<file path="src/rtl/race_start_pkg.sv">
package race_start_pkg;

  typedef enum logic [2:0] {
    PH_IDLE,
    PH_FILL,
    PH_HOLD,
    PH_WAIT,
    PH_DONE
  } phase_t;

  // strobes from control to datapath
  typedef struct packed {
    logic clearAll;
    logic shiftLed;
    logic ledsOff;
    logic countEn;
    logic forceMax;
  } pathCtrl_t;

endpackage

</file>
<file path="src/rtl/race_key_edge.sv">
module race_key_edge (
  input  logic clk,
  input  logic rst,
  input  logic keyN,
  output logic pressEdge
);

  logic syncA, syncB, lastB;

  always_ff @(posedge clk) begin
    if (rst) begin
      syncA <= 1'b1;
      syncB <= 1'b1;
      lastB <= 1'b1;
    end else begin
      syncA <= keyN;
      syncB <= syncA;
      lastB <= syncB;
    end
  end

  assign pressEdge = lastB & ~syncB;

endmodule

</file>
<file path="src/rtl/race_start_fsm.sv">
module race_start_fsm
  import race_start_pkg::*;
(
  input  logic      clk,
  input  logic      rst,
  input  logic      startPress,
  input  logic      reactPress,
  input  logic      tickHalf,
  input  logic      delayTimeout,
  input  logic      ledsFull,
  output pathCtrl_t ctrl,
  output logic      delayTrigger,
  output logic      delayEnable
);

  phase_t phase, phaseNext;
  logic   jumped, jumpedNext;

  always_comb begin
    phaseNext  = phase;
    jumpedNext = jumped;
    ctrl       = '0;
    unique case (phase)
      PH_IDLE, PH_DONE: begin
        if (startPress) begin
          phaseNext     = PH_FILL;
          ctrl.clearAll = 1'b1;
          jumpedNext    = 1'b0;
        end
      end
      PH_FILL: begin
        if (reactPress) jumpedNext = 1'b1;
        if (ledsFull) phaseNext = PH_HOLD;
        else          ctrl.shiftLed = tickHalf;
      end
      PH_HOLD: begin
        if (reactPress) jumpedNext = 1'b1;
        if (delayTimeout) begin
          ctrl.ledsOff = 1'b1;
          if (jumped || reactPress) begin
            ctrl.forceMax = 1'b1;
            phaseNext     = PH_DONE;
          end else begin
            phaseNext = PH_WAIT;
          end
        end
      end
      PH_WAIT: begin
        if (reactPress) phaseNext = PH_DONE;
        else            ctrl.countEn = 1'b1;
      end
      default: phaseNext = PH_IDLE;
    endcase
  end

  always_ff @(posedge clk) begin
    if (rst) begin
      phase  <= PH_IDLE;
      jumped <= 1'b0;
    end else begin
      phase  <= phaseNext;
      jumped <= jumpedNext;
    end
  end

  assign delayTrigger = (phase == PH_FILL) && ledsFull;
  assign delayEnable  = (phase == PH_IDLE) || (phase == PH_DONE);

endmodule

</file>
<file path="src/rtl/race_start_path.sv">
module race_start_path
  import race_start_pkg::*;
#(
  parameter int NUM_LEDS = 10,
  parameter int COUNT_W  = 17
) (
  input  logic                clk,
  input  logic                rst,
  input  pathCtrl_t           ctrl,
  input  logic                tickMs,
  output logic [NUM_LEDS-1:0] leds,
  output logic                ledsFull,
  output logic [COUNT_W-1:0]  reactCount
);

  localparam logic [COUNT_W-1:0] COUNT_MAX = '1;

  logic atMax;
  assign atMax = (reactCount == COUNT_MAX);

  always_ff @(posedge clk) begin
    if (rst || ctrl.clearAll || ctrl.ledsOff) begin
      leds <= '0;
    end else if (ctrl.shiftLed) begin
      leds <= {1'b1, leds[NUM_LEDS-1:1]};
    end
  end

  always_ff @(posedge clk) begin
    if (rst || ctrl.clearAll) begin
      reactCount <= '0;
    end else if (ctrl.forceMax) begin
      reactCount <= COUNT_MAX;
    end else if (ctrl.countEn && tickMs && !atMax) begin
      reactCount <= reactCount + 1'b1;
    end
  end

  assign ledsFull = leds[0];

endmodule

</file>
<file path="src/rtl/race_start_seq.sv">
module race_start_seq
  import race_start_pkg::*;
#(
  parameter int NUM_LEDS = 10,
  parameter int COUNT_W  = 17
) (
  input  logic                clk,
  input  logic                rst,
  input  logic                tickMs,
  input  logic                tickHalf,
  input  logic                startKeyN,
  input  logic                reactKeyN,
  input  logic                delayTimeout,
  output logic [NUM_LEDS-1:0] leds,
  output logic                delayTrigger,
  output logic                delayEnable,
  output logic [COUNT_W-1:0]  reactCount
);

  logic      startPress, reactPress, ledsFull;
  pathCtrl_t ctrl;

  race_key_edge startEdge_i (
    .clk(clk), .rst(rst), .keyN(startKeyN), .pressEdge(startPress)
  );

  race_key_edge reactEdge_i (
    .clk(clk), .rst(rst), .keyN(reactKeyN), .pressEdge(reactPress)
  );

  race_start_fsm fsm_i (
    .clk(clk), .rst(rst), .startPress(startPress), .reactPress(reactPress),
    .tickHalf(tickHalf), .delayTimeout(delayTimeout), .ledsFull(ledsFull),
    .ctrl(ctrl), .delayTrigger(delayTrigger), .delayEnable(delayEnable)
  );

  race_start_path #(.NUM_LEDS(NUM_LEDS), .COUNT_W(COUNT_W)) path_i (
    .clk(clk), .rst(rst), .ctrl(ctrl), .tickMs(tickMs),
    .leds(leds), .ledsFull(ledsFull), .reactCount(reactCount)
  );

endmodule

</file>
<file path="config.mk">
export PLATFORM = sky130hd
export DESIGN_NAME = race_start_seq
export DESIGN_NICKNAME = d
export VERILOG_FILES = /design/src/rtl/race_start_pkg.sv /design/src/rtl/race_key_edge.sv /design/src/rtl/race_start_fsm.sv /design/src/rtl/race_start_path.sv /design/src/rtl/race_start_seq.sv
export SDC_FILE = /design/constraint.sdc
export NUM_CORES = 1
export LEC_CHECK = 0
export ABC_CLOCK_PERIOD_IN_PS = 2100
export BUFFER_PORTS_ARGS = -buffer_cell sky130_fd_sc_hd__clkbuf_2
export CORE_ASPECT_RATIO = 0.75
export CORE_MARGIN = 5
export CORE_UTILIZATION = 43
export DETAILED_ROUTE_END_ITERATION = 12
export PLACE_DENSITY = 0.68
export SETUP_SLACK_MARGIN = 0.3
export SLEW_MARGIN = 40
export SYNTH_ARGS = -nofsm -noshare
export SYNTH_HDL_FRONTEND = slang
export SYNTH_HIERARCHICAL = 1
export SYNTH_SLANG_ARGS = --single-unit
</file>
<file path="constraint.sdc">
create_clock -name clk -period 2.1 [get_ports clk]
set_input_delay 0.42 -clock clk [delete_from_list [all_inputs] [get_ports clk]]
set_output_delay 0.42 -clock clk [all_outputs]
set_load 0.02 [all_outputs]
</file>
# Yosys cells after proc, flatten, opt, wreduce, memory -nomap -nowiden
# Cells that the tools add are included.
[op_classes]
n_addsub = 1
eq_ne = 10
muxes = 22
n_bitwise = 4
reduce_logical = 15
[ops]
columns = ["op", "count"]
rows = [
  ["two-way mux 17 bit", 2],
  ["adder 17 x 1 -> 17 bit, second input constant", 1],
  ["equality test 17 bit, second input constant", 1],
  ["two-way mux 3 bit", 5],
  ["two-way mux 1 bit", 13],
  ["one-hot mux 3 bit (4 select lines)", 1],
  ["inequality test 2 x 1 -> 1 bit, second input constant", 4],
  ["equality test 3 x 2 -> 1 bit, second input constant", 2],
  ["logical OR 1 bit", 4],
  ["AND reduction 4 bit", 1],
  ["nonzero test 2 bit", 2],
  ["OR reduction 2 bit", 2],
  ["equality test 3 x 1 -> 1 bit, second input constant", 1],
  ["equality test 3 bit, second input constant", 1],
  ["logical AND 1 bit", 3],
  ["zero test 3 bit", 1],
  ["AND reduction 3 bit", 1],
  ["bitwise AND 1 bit", 2],
  ["inequality test 2 bit, second input constant", 1],
  ["inverter 1 bit", 2],
  ["one-hot mux 1 bit (2 select lines)", 1],
  ["zero test 1 bit", 1],
]
[totals]
register_bits = 37
inputBits = 7
out_inout_bits = 29
wordCells = 62

# Longest topological paths before layout
[logic_depth]
word_depth = 8
ltp_mapped = 9
depth_no_buf = 8

# Cells and area by module
# Netlist, hierarchy kept.
[by_module_without_submodules]
columns = ["mod", "n_inst", "cells_each", "area_each_um2", "seq_area_each_um2"]
rows = [
  ["race_start_path", 1, 132, 1224.9, 540.5],
  ["race_start_fsm", 1, 38, 316.6, 80.1],
  ["race_key_edge", 2, 7, 85.1, 60.1],
]

# Worst setup path after synthesis
# Ideal clock, no wire load.
[synth_path]
kind = "flip-flop to flip-flop"
startpoint = "register path_i.reactCount[0]"
endpoint = "register path_i.reactCount[12]"
setup_ps = 120
t_arrival_ps = 2229
required_ps = 1980
slack_ps = -249
path_stages_with_launch = 10
path_buffers = 1
period_less_slack_ps = 2349
cell_sequence = "dfxtp_1 -> ha_1 -> nand3_1 -> nor3_1 -> ha_1 -> nand3b_2 -> or4_1 -> buf_2 -> o21a_1 -> o31a_1"
[synth_via]
elab_chain_len = 4
elab_cells_between_ends = 7
classes_between = "1 x add/sub; 1 x eq/ne; 2 x mux; 3 x reduce/logical"
[synth_lines]
columns = ["element", "line_no", "text"]
rows = [
  ["start: declaration", "race_start_path.sv:13", "output logic [COUNT_W-1:0] reactCount"],
  ["start signal: assignment", "race_start_path.sv:35", "reactCount <= reactCount + 1'b1;"],
  ["branches (longest 4 deep; another with adder 17 x 1 -> 17 bit)", "--", ""],
]
# Parallel ways; which one is timed is not known. The select of a mux whose other input is x is not followed.
# A chain may end at the register's enable or synchronous reset.

# Worst setup path in the final report
[layout_path]
startpoint = "register path_i.reactCount[9]"
endpoint = "register path_i.reactCount[8]"
[layout_via]
elab_chain_len = 4
[layout_lines]
columns = ["element", "line_no", "text"]
rows = [
  ["equality test 17 bit", "race_start_path.sv:19", "assign atMax = (reactCount == COUNT_MAX);"],
  ["zero test 1 bit", "race_start_path.sv:34", "end else if (ctrl.countEn && tickMs && !atMax) begin"],
  ["logical AND 1 bit", "race_start_path.sv:34", ""],
  ["nonzero test 2 bit (no line)", "--", ""],
]
# No other way between the ends.

==> results by stage <==
Setup path:
- Walking the worst path, the cells encountered are and4_4 > nand4_1 > nor3_2 > ha_2 > nand3b_4 > buf_4 > buf_6 > buf_8 > nor3_1 > xnor2_1 > o21a_1.
- The setup path with the least slack is of type reg2reg.
- The master of the slowest instance on the critical path is dfxtp_4.
- In this run the number of cells on the critical path is 11.
- STA classifies the critical path startpoint as a flop.
- Broken down by cell family, the worst path's largest delay share belongs to simple AND/OR/NAND/NOR gates.
- For the worst flop-to-flop path, the logic depth is 11.
- For this run, the slowest stage of the critical path takes 0.34 ns.
- Along the worst path, the maximum fanout reaches 8.
- The kind of end point of the critical path is a flop.
- The buffers plus inverters on the worst setup path is 3.
- The data required time of the worst path is 2.28 ns.
- The critical path data arrival time is 2.24 ns.

Floorplan:
- The y dimension of the die is 64.6 um.
- In this run the standard cell core region covers 3760 um^2.
- The floorplan step defined a die boundary enclosing 5360 um^2.
- Once the floorplan was initialized, standard cells occupied 45.6% of the core.
- 36 I/O pins were placed.
- The floorplan step set the die width to 82.9 um.
- The row count is 19.

Clock network:
- The longest clock path from root to sink contains 2 buffers.
- Clock-pin slew was measured on the worst setup and hold paths at 0.07 ns.
- Buffers inserted during clock tree synthesis total 5.
- In this run, post-CTS hold repair placed 0 buffers.
- The insertion delay of the later-clocked pin in the worst-skew pair is 0.28 ns.
- In this run the number of H-tree levels came out at 2.
- The CTS sink count is 37.
- The CTS tree is yes.
- The root buffer cell is clkbuf_8.

Cells and area:
- The filler cells instantiated in the layout total 324.
- The antenna cell count is 0.
- The area growth from synthesis to layout is 37.9%.
- At the end of the flow, the number of nets in the layout was 250.
- The final core area utilization is 62.8%.
- The final instance count without filler cells is 294.
- The layout cell share with drive strength beyond 1 is 43.4%.

Timing:
- The clock period could shrink to 2.06 ns.
- The number of max-slew violations in the final report is 0.
- Across all hold checks on the routed design, the worst slack comes to 0.313 ns.
- Setup repair after global routing could not meet its margin everywhere.
- The largest clock skew in the final design is 0.00389 ns.
- The final critical-path setup slack is 0.0358 ns.
- The total count of hold-check failures in the final report is 0.
- The upper clock frequency limit is 484 MHz.
- The setup-violating endpoint count in the final report is 0.
- The relative slew slack is 50.9%.
- For the pin with the worst max-slew slack, the measured transition is 0.735 ns.
- The final critical path takes up 98.3% of the cycle.

Logic synthesis:
- After synthesis, the largest area contributor takes up 43.3% of total cell area.
- The post-synthesis share of cell area spent on xor and xnor gates is 3.58%.
- After Yosys synthesis, full adders, half adders and majority gates account for 1.46% of the synthesized area.
- Synthesis instantiated 37 different standard cells from the library.
- The cell taking the most area after synthesis is dfxtp_1.
- In this run, synthesis produced a sequential element count of 37.
- After synthesis the cells add up to 1710 um^2.
- Yosys attributes the largest share of cell area to dfxtp_1 43%, o21a_1 7.5%, mux2i_1 5.8%.
- By area, the combinational part of the netlist is dominated by simple AND/OR/NAND/NOR gates.
- Summing the areas of all compound-gate instances in the mapped netlist gives 14.2% of the synthesized area.
- After synthesis, the mean cell area works out to 9.30 um^2.
- For this run, the register share of the synthesized area comes to 43.3%.
- The number of cells produced by synthesis is 184.
- After Yosys synthesis, and, or, nand and nor cells account for 26.5% of the synthesized area.
- After synthesis, the share of cell area in mux cells is 7.16%.
- The yosys synthesis warning count is 6.
- The number of nets handed over by synthesis was 193.

Place:
- The post-placement setup slack is 0.0514 ns.
- The HPWL reported at the end of detailed placement is 2.86 mm.
- The final weighted congestion in routability-driven placement is 0.835.
- The total of buffers placed on input and output ports is 35.
- Once placement completed, the tool counted placed cells totaling 274.

Drt:
- For this block, the initial DRC count from the detailed router was 43.
- The ratio of routed vias to standard cells is 5.24.
- The final wirelength is 4.15 mm.
- The routed length per instance is 14.1 um.
- The detailed-routing iteration count for the pre-antenna-repair pass is 4.
- The number of design rule violations left after detail routing is 0.
- Once detail routing completed, the nets flagged for antenna violations numbered 0.
- The routed via count is 1541.

GRT:
- The total global routing track utilization is 15.5%.
- The number of global-route vias before repair is 1544.
- Entering global routing, the biggest net connects 17 pins.
- The first global-routing pass estimated 6.93 mm of wire.
- The total global routing overflow is 0.
- The number of antenna violations at the first check in global routing came to 0.

Run status:
- The flow ran to the end, and the final reports show no timing, DRC or antenna violations.

Pwr:
- In this run the power density over the cells is 578 nW/um^2.
- The leakage power summed over all cells is 1.00 nW.
- IR analysis of the VDD net gives a maximum drop of 418 uV.

Hold path:
- The worst hold path passes through 2 cells.
- In this run the worst hold path is classified as in2reg.

Flow run:
- Max-cap violations in this run came to 0.
-- cells by family after synthesis --
family	after synthesis
AO/OA/AOI/OAI	31
XOR/XNOR	7
adder cells (fa/ha/maj)	2
buffers and inverters	15
flip-flops	37
multiplexers	12
AND/OR/NAND/NOR	80
-- layout by cell type (no fill, tap or decap), drive strengths merged, types with 2 or more instances in the layout --
cell type / instances
mux2: 2
o21a: 17
a211oi: 2
nand2b: 3
ha: 2
or2: 6
nor3: 17
mux2i: 10
buf: 25
xnor2: 5
o31a: 8
clkbuf: 42
nor2b: 5
nor4b: 2
nor2: 20
inv: 5
nand4: 3
nand3: 4
and4: 3
nor3b: 4
dfxtp: 37
and2: 2
nand2: 6
xor2: 2
-- routing by layer --
metal  routed length (um)  global-route usage (%)
met2                 2020                    26.3
met5                    0                       0
met1                 1940                    18.8
met3                  165                    4.81
met4                   23                    5.71
-- synth_stat cells --
cell and count:
inv_1 5, and3b_1 1, a41o_1 1, or4b_1 1
nor4b_1 1, nor2b_1 5, xor2_1 2, a21oi_1 1
dfxtp_1 37, nand3b_2 1, a211oi_1 2, nand2b_1 3
o31a_1 8, clkbuf_1 6, nor3_1 17, mux2i_1 10
buf_4 2, mux2_1 2, nor4b_2 1, nand2_1 6
ha_1 2, o21a_1 17, nand3_1 4, or2_1 6
nor2_1 20, and4_1 2, nand4_2 1, nand4_1 2
and4_2 1, or3_1 1, nor3b_1 4, a211o_1 1
a31oi_1 1, xnor2_1 5, and2_1 2, or4_1 1
buf_2 2
-- per-stage QoR --
step                setup TNS (ns)  area [um^2]  total power (W)
global placement                 0         2080         0.000829
CTS                              0         2290          0.00137
finish                           0         2360          0.00136
floorplan                   -0.230         1800         0.000797
global route               -0.0816         2360          0.00142
detailed placement               0         2080         0.000833
-- final cells by class --
type | instances | area, um^2 | share of cell area (%)
Clock inverter | 1 | 5.00 | 0.212
Clock buffer | 7 | 96.3 | 4.08
Inverter | 5 | 18.8 | 0.795
Sequential cell | 37 | 774 | 32.8
Tap cell | 52 | 65.1 | 2.76
Timing Repair Buffer | 60 | 382 | 16.2
Multi-Input combinational cell | 132 | 1020 | 43.2
-- state kept, by name, indices dropped and copies added (netlist names) --
signal / count
startEdge_i/lastB: 1
reactEdge_i/lastB: 1
fsm_i/phase: 3
path_i/reactCount: 17
path_i/leds: 10
reactEdge_i/syncA: 1
fsm_i/jumped: 1
reactEdge_i/syncB: 1
startEdge_i/syncA: 1
startEdge_i/syncB: 1
-- worst register-to-register path: stages, from the launching register on --
cell,delay (ns)
dfxtp_4,0.34
and4_4,0.19
nand4_1,0.14
nor3_2,0.06
ha_2,0.17
nand3b_4,0.15
buf_4,0.13
buf_6,0.11
buf_8,0.13
nor3_1,0.26
xnor2_1,0.11
o21a_1,0.17
-- worst paths after layout --
kind	slack, ns	to	from
worst min register to register	0.41	reactEdge_i/syncB	reactEdge_i/syncA
worst min-delay path	0.31	reactEdge_i/syncA	reactKeyN
worst max-delay path	0.04	path_i/reactCount[8]	path_i/reactCount[9]
worst max register to register	0.04	path_i/reactCount[8]	path_i/reactCount[9]
-- power by group --
part | switching [W] | internal (W) | total [W]
combinational | 0.0000650 | 0.0000472 | 0.000112
sequential | 0.00000552 | 0.000702 | 0.000708
clock | 0.000246 | 0.000297 | 0.000543
-- timing repair --
| action | 4_1_cts | 5_1_grt |
|---|---|---|
| setup endpoints to repair | 16 | 18 |
| resized for setup | 7 | 14 |
| pin swaps | 8 | 8 |
| buffers inserted | 11 | 1 |
Power figures use the tool's default switching activity.
